File: src/rtl/term_bridge_pkg.sv
package term_bridge_pkg;
  localparam int HDATA_W   = 32;
  localparam int LDATA_W   = 16;
  localparam int LADDR_W   = 16;
  localparam int REG_IDX_W = 6;
  localparam int DW_W      = LADDR_W - 1;
  localparam int BE_W      = HDATA_W / 8;

  typedef struct packed {
    logic               we;
    logic               mem;
    logic [DW_W-1:0]    base;   // dword address (mem) or register index
    logic               lo;     // cycle on word 0 needed
    logic               hi;     // cycle on word 1 needed
    logic [HDATA_W-1:0] wdata;
  } op_t;
endpackage

File: src/rtl/cmd_decode.sv
module cmd_decode
  import term_bridge_pkg::*;
(
  input  logic               we_i,
  input  logic               mem_i,
  input  logic [DW_W-1:0]    dw_addr_i,
  input  logic [BE_W-1:0]    be_i,
  input  logic [HDATA_W-1:0] wdata_i,
  input  logic               test_en_i,
  output op_t                op_o,
  output logic               live_o
);
  logic [REG_IDX_W-1:0] idx;
  logic                 in_test;

  assign idx     = dw_addr_i[REG_IDX_W-1:0];
  assign in_test = idx[REG_IDX_W-1];

  always_comb begin
    op_o       = '0;
    op_o.we    = we_i;
    op_o.mem   = mem_i;
    op_o.wdata = wdata_i;
    if (mem_i) begin
      op_o.base = dw_addr_i;
      op_o.lo   = |be_i[BE_W/2-1:0];
      op_o.hi   = |be_i[BE_W-1:BE_W/2];
    end else begin
      op_o.base = DW_W'(idx);
      op_o.lo   = !in_test || test_en_i;
      op_o.hi   = 1'b0;
    end
  end

  assign live_o = op_o.lo | op_o.hi;
endmodule

File: src/rtl/wr_fifo.sv
module wr_fifo #(
  parameter int DEPTH = 72,
  parameter int WIDTH = 32
) (
  input  logic             clk_i,
  input  logic             rst_ni,
  input  logic             push_i,
  input  logic [WIDTH-1:0] din_i,
  input  logic             pop_i,
  output logic [WIDTH-1:0] dout_o,
  output logic             empty_o,
  output logic             full_o
);
  localparam int PTR_W = (DEPTH > 1) ? $clog2(DEPTH) : 1;
  localparam int CNT_W = $clog2(DEPTH + 1);

  logic [WIDTH-1:0] mem_q [DEPTH];
  logic [PTR_W-1:0] wr_q, rd_q;
  logic [CNT_W-1:0] cnt_q;

  function automatic logic [PTR_W-1:0] ptr_inc(input logic [PTR_W-1:0] p);
    return (p == PTR_W'(DEPTH - 1)) ? '0 : p + 1'b1;
  endfunction

  always_ff @(posedge clk_i or negedge rst_ni) begin
    if (!rst_ni) begin
      wr_q  <= '0;
      rd_q  <= '0;
      cnt_q <= '0;
    end else begin
      if (push_i) wr_q <= ptr_inc(wr_q);
      if (pop_i)  rd_q <= ptr_inc(rd_q);
      case ({push_i, pop_i})
        2'b10:   cnt_q <= cnt_q + 1'b1;
        2'b01:   cnt_q <= cnt_q - 1'b1;
        default: cnt_q <= cnt_q;
      endcase
    end
  end

  always_ff @(posedge clk_i) begin
    if (push_i) mem_q[wr_q] <= din_i;
  end

  assign dout_o  = mem_q[rd_q];
  assign empty_o = (cnt_q == '0);
  assign full_o  = (cnt_q == CNT_W'(DEPTH));
endmodule

File: src/rtl/lb_seq.sv
module lb_seq
  import term_bridge_pkg::*;
(
  input  logic               clk_i,
  input  logic               rst_ni,
  input  logic               fifo_empty_i,
  input  op_t                fifo_op_i,
  output logic               fifo_pop_o,
  input  logic               rd_req_i,
  input  op_t                rd_op_i,
  input  logic               rd_live_i,
  output logic               rd_take_o,
  output logic               lb_req_o,
  output logic               lb_we_o,
  output logic               lb_mem_o,
  output logic [LADDR_W-1:0] lb_addr_o,
  output logic [LDATA_W-1:0] lb_wdata_o,
  input  logic               lb_ack_i,
  input  logic [LDATA_W-1:0] lb_rdata_i,
  output logic               rvalid_o,
  output logic [HDATA_W-1:0] rdata_o
);
  typedef enum logic {S_IDLE, S_RUN} state_e;

  state_e             state_q;
  op_t                op_q;
  logic               half_q;
  logic [HDATA_W-1:0] rbuf_q, rd_merge, rdata_q;
  logic               rvalid_q;
  logic               idle;

  assign idle       = (state_q == S_IDLE);
  assign fifo_pop_o = idle && !fifo_empty_i;
  assign rd_take_o  = idle && fifo_empty_i && rd_req_i;

  assign lb_req_o   = (state_q == S_RUN);
  assign lb_we_o    = op_q.we;
  assign lb_mem_o   = op_q.mem;
  assign lb_addr_o  = op_q.mem ? {op_q.base, half_q}
                               : LADDR_W'(op_q.base[REG_IDX_W-1:0]);
  assign lb_wdata_o = half_q ? op_q.wdata[HDATA_W-1:LDATA_W]
                             : op_q.wdata[LDATA_W-1:0];

  always_comb begin
    rd_merge = rbuf_q;
    if (half_q) rd_merge[HDATA_W-1:LDATA_W] = lb_rdata_i;
    else        rd_merge[LDATA_W-1:0]       = lb_rdata_i;
  end

  always_ff @(posedge clk_i or negedge rst_ni) begin
    if (!rst_ni) begin
      state_q  <= S_IDLE;
      op_q     <= '0;
      half_q   <= 1'b0;
      rbuf_q   <= '0;
      rvalid_q <= 1'b0;
      rdata_q  <= '0;
    end else begin
      rvalid_q <= 1'b0;
      case (state_q)
        S_IDLE: begin
          if (fifo_pop_o) begin
            op_q    <= fifo_op_i;
            half_q  <= !fifo_op_i.lo;
            state_q <= S_RUN;
          end else if (rd_take_o) begin
            rbuf_q <= '0;
            if (rd_live_i) begin
              op_q    <= rd_op_i;
              half_q  <= !rd_op_i.lo;
              state_q <= S_RUN;
            end else begin
              rvalid_q <= 1'b1;
              rdata_q  <= '0;
            end
          end
        end
        default: begin
          if (lb_ack_i) begin
            rbuf_q <= rd_merge;
            if (!half_q && op_q.hi) begin
              half_q <= 1'b1;
            end else begin
              state_q <= S_IDLE;
              if (!op_q.we) begin
                rvalid_q <= 1'b1;
                rdata_q  <= rd_merge;
              end
            end
          end
        end
      endcase
    end
  end

  assign rvalid_o = rvalid_q;
  assign rdata_o  = rdata_q;
endmodule

File: src/rtl/irq_merge.sv
module irq_merge #(
  parameter int N_SRC = 4
) (
  input  logic [N_SRC-1:0] irq_i,
  output logic             irq_no
);
  logic [N_SRC:0] any;

  assign any[0] = 1'b0;
  for (genvar g = 0; g < N_SRC; g++) begin : g_or
    assign any[g+1] = any[g] | irq_i[g];
  end

  assign irq_no = !any[N_SRC];
endmodule

File: src/rtl/term_access_bridge.sv
module term_access_bridge
  import term_bridge_pkg::*;
#(
  parameter int FIFO_DEPTH = 72,
  parameter int N_TERM     = 4
) (
  input  logic               clk_i,
  input  logic               rst_ni,
  input  logic               req_i,
  input  logic               we_i,
  input  logic               mem_i,
  input  logic [DW_W-1:0]    dw_addr_i,
  input  logic [BE_W-1:0]    be_i,
  input  logic [HDATA_W-1:0] wdata_i,
  input  logic               test_en_i,
  output logic               rdy_o,
  output logic               rvalid_o,
  output logic [HDATA_W-1:0] rdata_o,
  output logic               lb_req_o,
  output logic               lb_we_o,
  output logic               lb_mem_o,
  output logic [LADDR_W-1:0] lb_addr_o,
  output logic [LDATA_W-1:0] lb_wdata_o,
  input  logic               lb_ack_i,
  input  logic [LDATA_W-1:0] lb_rdata_i,
  input  logic [N_TERM-1:0]  irq_i,
  output logic               irq_no
);
  localparam int OP_W = $bits(op_t);

  op_t  host_op, fifo_op;
  logic host_live;
  logic fifo_full, fifo_empty, fifo_pop, fifo_push;
  logic rd_req, rd_take;

  cmd_decode i_dec (
    .we_i      (we_i),
    .mem_i     (mem_i),
    .dw_addr_i (dw_addr_i),
    .be_i      (be_i),
    .wdata_i   (wdata_i),
    .test_en_i (test_en_i),
    .op_o      (host_op),
    .live_o    (host_live)
  );

  // dead writes (test range, no enables) are accepted but never queued
  assign fifo_push = req_i && we_i && !fifo_full && host_live;
  assign rd_req    = req_i && !we_i;
  assign rdy_o     = we_i ? !fifo_full : rd_take;

  wr_fifo #(.DEPTH(FIFO_DEPTH), .WIDTH(OP_W)) i_fifo (
    .clk_i   (clk_i),
    .rst_ni  (rst_ni),
    .push_i  (fifo_push),
    .din_i   (host_op),
    .pop_i   (fifo_pop),
    .dout_o  (fifo_op),
    .empty_o (fifo_empty),
    .full_o  (fifo_full)
  );

  lb_seq i_seq (
    .clk_i        (clk_i),
    .rst_ni       (rst_ni),
    .fifo_empty_i (fifo_empty),
    .fifo_op_i    (fifo_op),
    .fifo_pop_o   (fifo_pop),
    .rd_req_i     (rd_req),
    .rd_op_i      (host_op),
    .rd_live_i    (host_live),
    .rd_take_o    (rd_take),
    .lb_req_o     (lb_req_o),
    .lb_we_o      (lb_we_o),
    .lb_mem_o     (lb_mem_o),
    .lb_addr_o    (lb_addr_o),
    .lb_wdata_o   (lb_wdata_o),
    .lb_ack_i     (lb_ack_i),
    .lb_rdata_i   (lb_rdata_i),
    .rvalid_o     (rvalid_o),
    .rdata_o      (rdata_o)
  );

  irq_merge #(.N_SRC(N_TERM)) i_irq (
    .irq_i  (irq_i),
    .irq_no (irq_no)
  );
endmodule

File: config.mk
export PLATFORM = sky130hd
export DESIGN_NAME = term_access_bridge
export DESIGN_NICKNAME = d
export VERILOG_FILES = /design/src/rtl/term_bridge_pkg.sv /design/src/rtl/cmd_decode.sv /design/src/rtl/wr_fifo.sv /design/src/rtl/lb_seq.sv /design/src/rtl/irq_merge.sv /design/src/rtl/term_access_bridge.sv
export SDC_FILE = /design/constraint.sdc
export NUM_CORES = 2
export LEC_CHECK = 0
export ABC_CLOCK_PERIOD_IN_PS = 11200
export BUFFER_PORTS_ARGS = -buffer_cell sky130_fd_sc_hd__buf_2
export CAP_MARGIN = 20
export CORE_MARGIN = 4
export CORE_UTILIZATION = 40
export CTS_CLUSTER_DIAMETER = 60
export CTS_CLUSTER_SIZE = 14
export DETAILED_ROUTE_END_ITERATION = 16
export GPL_ROUTABILITY_DRIVEN = 1
export GPL_TIMING_DRIVEN = 0
export HOLD_SLACK_MARGIN = 0.1
export PLACE_DENSITY = 0.64
export SETUP_SLACK_MARGIN = 0.4
export SLEW_MARGIN = 10
export SYNTH_ARGS = -nofsm -noshare
export SYNTH_HDL_FRONTEND = slang
export SYNTH_SLANG_ARGS = --single-unit
File: constraint.sdc
create_clock -name clk_i -period 11.2 [get_ports clk_i]
set_input_delay 1.68 -clock clk_i [delete_from_list [all_inputs] [get_ports clk_i]]
set_output_delay 1.68 -clock clk_i [all_outputs]
set_load 0.1 [all_outputs]
==> results_dict.tcl <==
set metrics [dict create \
    drt_iter0_drc 16500 \
    worstPathCellList "buf_4 -> buf_16 -> o21a_4 -> buf_12 -> o21ba_2 -> a311oi_1 -> clkbuf_1 -> nand3_1 -> nor2_4 -> buf_12 -> buf_12" \
    synth-main-ff-cell "edfxtp_1" \
    postRouteWirelength_um 534000 \
    worstPathMaxFanout 59 \
    ant_nets 0 \
    cts_hold_buf 0 \
    rsz0062_at_grt "no" \
    syn_area_um2 148000 \
    tns_ns 0 \
    cts_root_buf "clkbuf_16" \
    synth_area_per_cell_um2 21.3 \
    grt_antenna_before_repair 50 \
    die_h_um 616 \
    final-seq-area_um2 114000 \
    worstSkewPairLatency_ns 0.97 \
    ctsResizeCount 0 \
    place.gp.congestion 0.983 \
    synthMuxAreaShare 0.163 \
    synth_edf_count 3672 \
    dr.pass1.iters 12 \
    synthAdderAreaFrac 0.000508 \
    synth_common_cells "edfxtp_1 (3672), mux4_2 (784), mux2i_1 (563)" \
    layout-drive-gt1-share 0.261 \
    p_comb_frac 0.355 \
    path_common_cell "buf_12" \
    fillers 29700 \
    grt_first_pass_wirelength_um 707000 \
    io_buffers 147 \
    p_per_area_nw_per_um2 244 \
    arrival_ns 6.93 \
    startpoint_type "input pin" \
    postCtsSetupRepairBufs 0 \
    gr-total-overflow 0 \
    synth_cell_types 76 \
    fin_ws_ns 4.88 \
    synthSimpleGateAreaFrac 0.0183 \
    swShare 0.368 \
    crit_slowest_cell "nor2_4" \
    cp_data_required_time_ns 11.81 \
    seq_power_share 0.389 \
    critPathKind "in2reg" \
    clkPwrFrac 0.255 \
    hold_path_class "reg2reg" \
    place_hpwl_um 376000 \
    drv_cap 0 \
    initial_core_util 0.403 \
    synth-xor-area-share 0.000889 \
    yosys_warnings 0 \
    cts_made_buffers 320 \
    rows 222 \
    synth_seq_area_share 0.770 \
    fin_crit_ns 6.32 \
    skew_ns 0.0699 \
    status "complete, no violations" \
    hold_viol_final 0 \
    htreeDepth 5 \
    die_area_um2 379000 \
    routedWlPerCell_um 41.8 \
    synth_compound_area_frac 0.0326 \
    syn-num-nets 7024 \
    synthArstFlopShare 0.0362 \
    leakage_uw 0.0543 \
    fin_util 0.467 \
    core_area_um2 367000 \
    ys_seq_elements 3810 \
    grt_max_degree 75 \
    fin_crit_sh 0.564 \
    first_global_vias 78900 \
    syn2layout_area_growth_pct 15.9 \
    vdd_drop_max_uv 172 \
    drv_slew 0 \
    worstSetupEndpointType "flip-flop" \
    vias_per_cell 6.51 \
    die_x_um 616 \
    grt.total_usage 0.275 \
    synth_top_cell_area_share 0.746 \
    clock_path_buffers 4 \
    reg2reg_slack_ns 5.77 \
    relSlewSlack 0.0858 \
    io_pins 148 \
    synth_top_family_by_area "multiplexers" \
    synth.most_common_cell "edfxtp_1" \
    drc_errors 0 \
    p_switching_uw 15300 \
    final-setup-viol-count 0 \
    multiInputGateArea_um2 32400 \
    yosysTopAreaCell "edfxtp_1" \
    p_int_uw 26400 \
    max_freq_mhz 158 \
    crit_path_max_incr_delay_ns 1.03 \
    vias 83100 \
    fin_nets 7816 \
    yosys-top-cells-area "edfxtp_1 (75%), mux4_2 (12%), mux2i_1 (3.8%)" \
    cts.sinks 3810 \
    cts_tree "done" \
    tightest_slew_ns 1.37 \
    synthCells 6940 \
    dpl_worst_slack_ns 3.58 \
    path_clk_slew_ns 0.07 \
]
cells in the final DEF (no fill, tap or decap), types with 70 or more instances in the layout:
cell and count:
mux4_2 784, nor2_1 86, buf_2 255, mux2_2 70
o22ai_1 80, o21ai_0 104, dfrtp_1 138, nor2_4 73
buf_12 233, clkbuf_16 324, a22oi_1 165, a21oi_1 126
nand2_1 167, edfxtp_1 3672, buf_4 88, clkbuf_1 255
mux2i_1 563
worst max-delay path, delay by kind of cell:
family                 cells  cell delay [ns]
buffers and inverters      6             1.84
AND/OR/NAND/NOR            2             1.83
AO/OA/AOI/OAI              3             1.31
flip-flops by register name (all words and copies together) (netlist names):
signal          cells
i_seq.half_q        1
i_fifo.cnt_q        7
i_fifo.wr_q         7
i_seq.lb_req_o      1
i_seq.rdata_o      32
i_seq.rvalid_o      1
i_seq.op_q         48
i_seq.lb_mem_o      1
i_fifo.rd_q         7
i_seq.rbuf_q       32
i_seq.lb_we_o       1
i_fifo.mem_q     3672
cell type report:
class,instances,area share
clock inverters,51,0.00440
flip-flops and latches,3810,0.664
diodes,51,0.000745
repair buffers,470,0.0430
clock buffers,442,0.0503
multi-input cells,2711,0.189
inverters,15,0.000329
plain buffers,404,0.0127
well taps,4816,0.0352
worst paths after layout:
kind / start / end / cells past startpoint
max in group asynchronous: rst_ni / i_seq.op_q[10]$_DFFE_PN0P_ / 2
min in group asynchronous: rst_ni / i_seq.rdata_o[26]$_DFFE_PN0P_ / 1
worst min-delay path: i_seq.rbuf_q[16]$_DFFE_PN0P_ / i_seq.rbuf_q[16]$_DFFE_PN0P_ / 2
worst max-delay path: mem_i / i_fifo.mem_q[41][1]$_DFFE_PP_ / 11
worst min register to register: i_seq.rbuf_q[16]$_DFFE_PN0P_ / i_seq.rbuf_q[16]$_DFFE_PN0P_ / 2
worst max register to register: i_fifo.cnt_q[2]$_DFFE_PN0P_ / i_fifo.cnt_q[6]$_DFFE_PN0P_ / 19
logic make-up after synthesis:
logic type,Yosys count
AO/OA/AOI/OAI,703
adder cells (fa/ha/maj),6
XOR/XNOR,15
multiplexers,1417
AND/OR/NAND/NOR,570
buffers and inverters,419
flip-flops,3810
routing by layer:
metal,vias up,share of wire,GRT usage
li1,30600,-,-
met1,43600,0.34,0.355
met2,7437,0.43,0.395
met3,1530,0.15,0.104
met4,18,0.076,0.168
met5,-,0.00022,0
power by group through the flow:
stage | Clock [µW] | Combinational [µW] | Sequential (µW)
after floorplan | 0 | 7970 | 16800
after detailed placement | 0 | 14300 | 16500
after global placement | 0 | 13900 | 16600
after global routing | 11300 | 15000 | 16300
after CTS | 10700 | 14400 | 16200
final | 10700 | 14800 | 16200
metrics by stage:
stage / instance area [µm²] / cells / total power, µW / hold slack (ns)
floorplan: 148000 / 6940 / 24700 / 0.441
global placement: 154000 / 11900 / 30500 / 0.458
detailed placement: 162000 / 12200 / 30900 / 0.465
CTS: 171000 / 12700 / 41300 / 0.480
global route: 171000 / 12700 / 42500 / 0.508
finish: 171000 / 12800 / 41700 / 0.479
No activity file was read; power rests on OpenSTA's default activity.
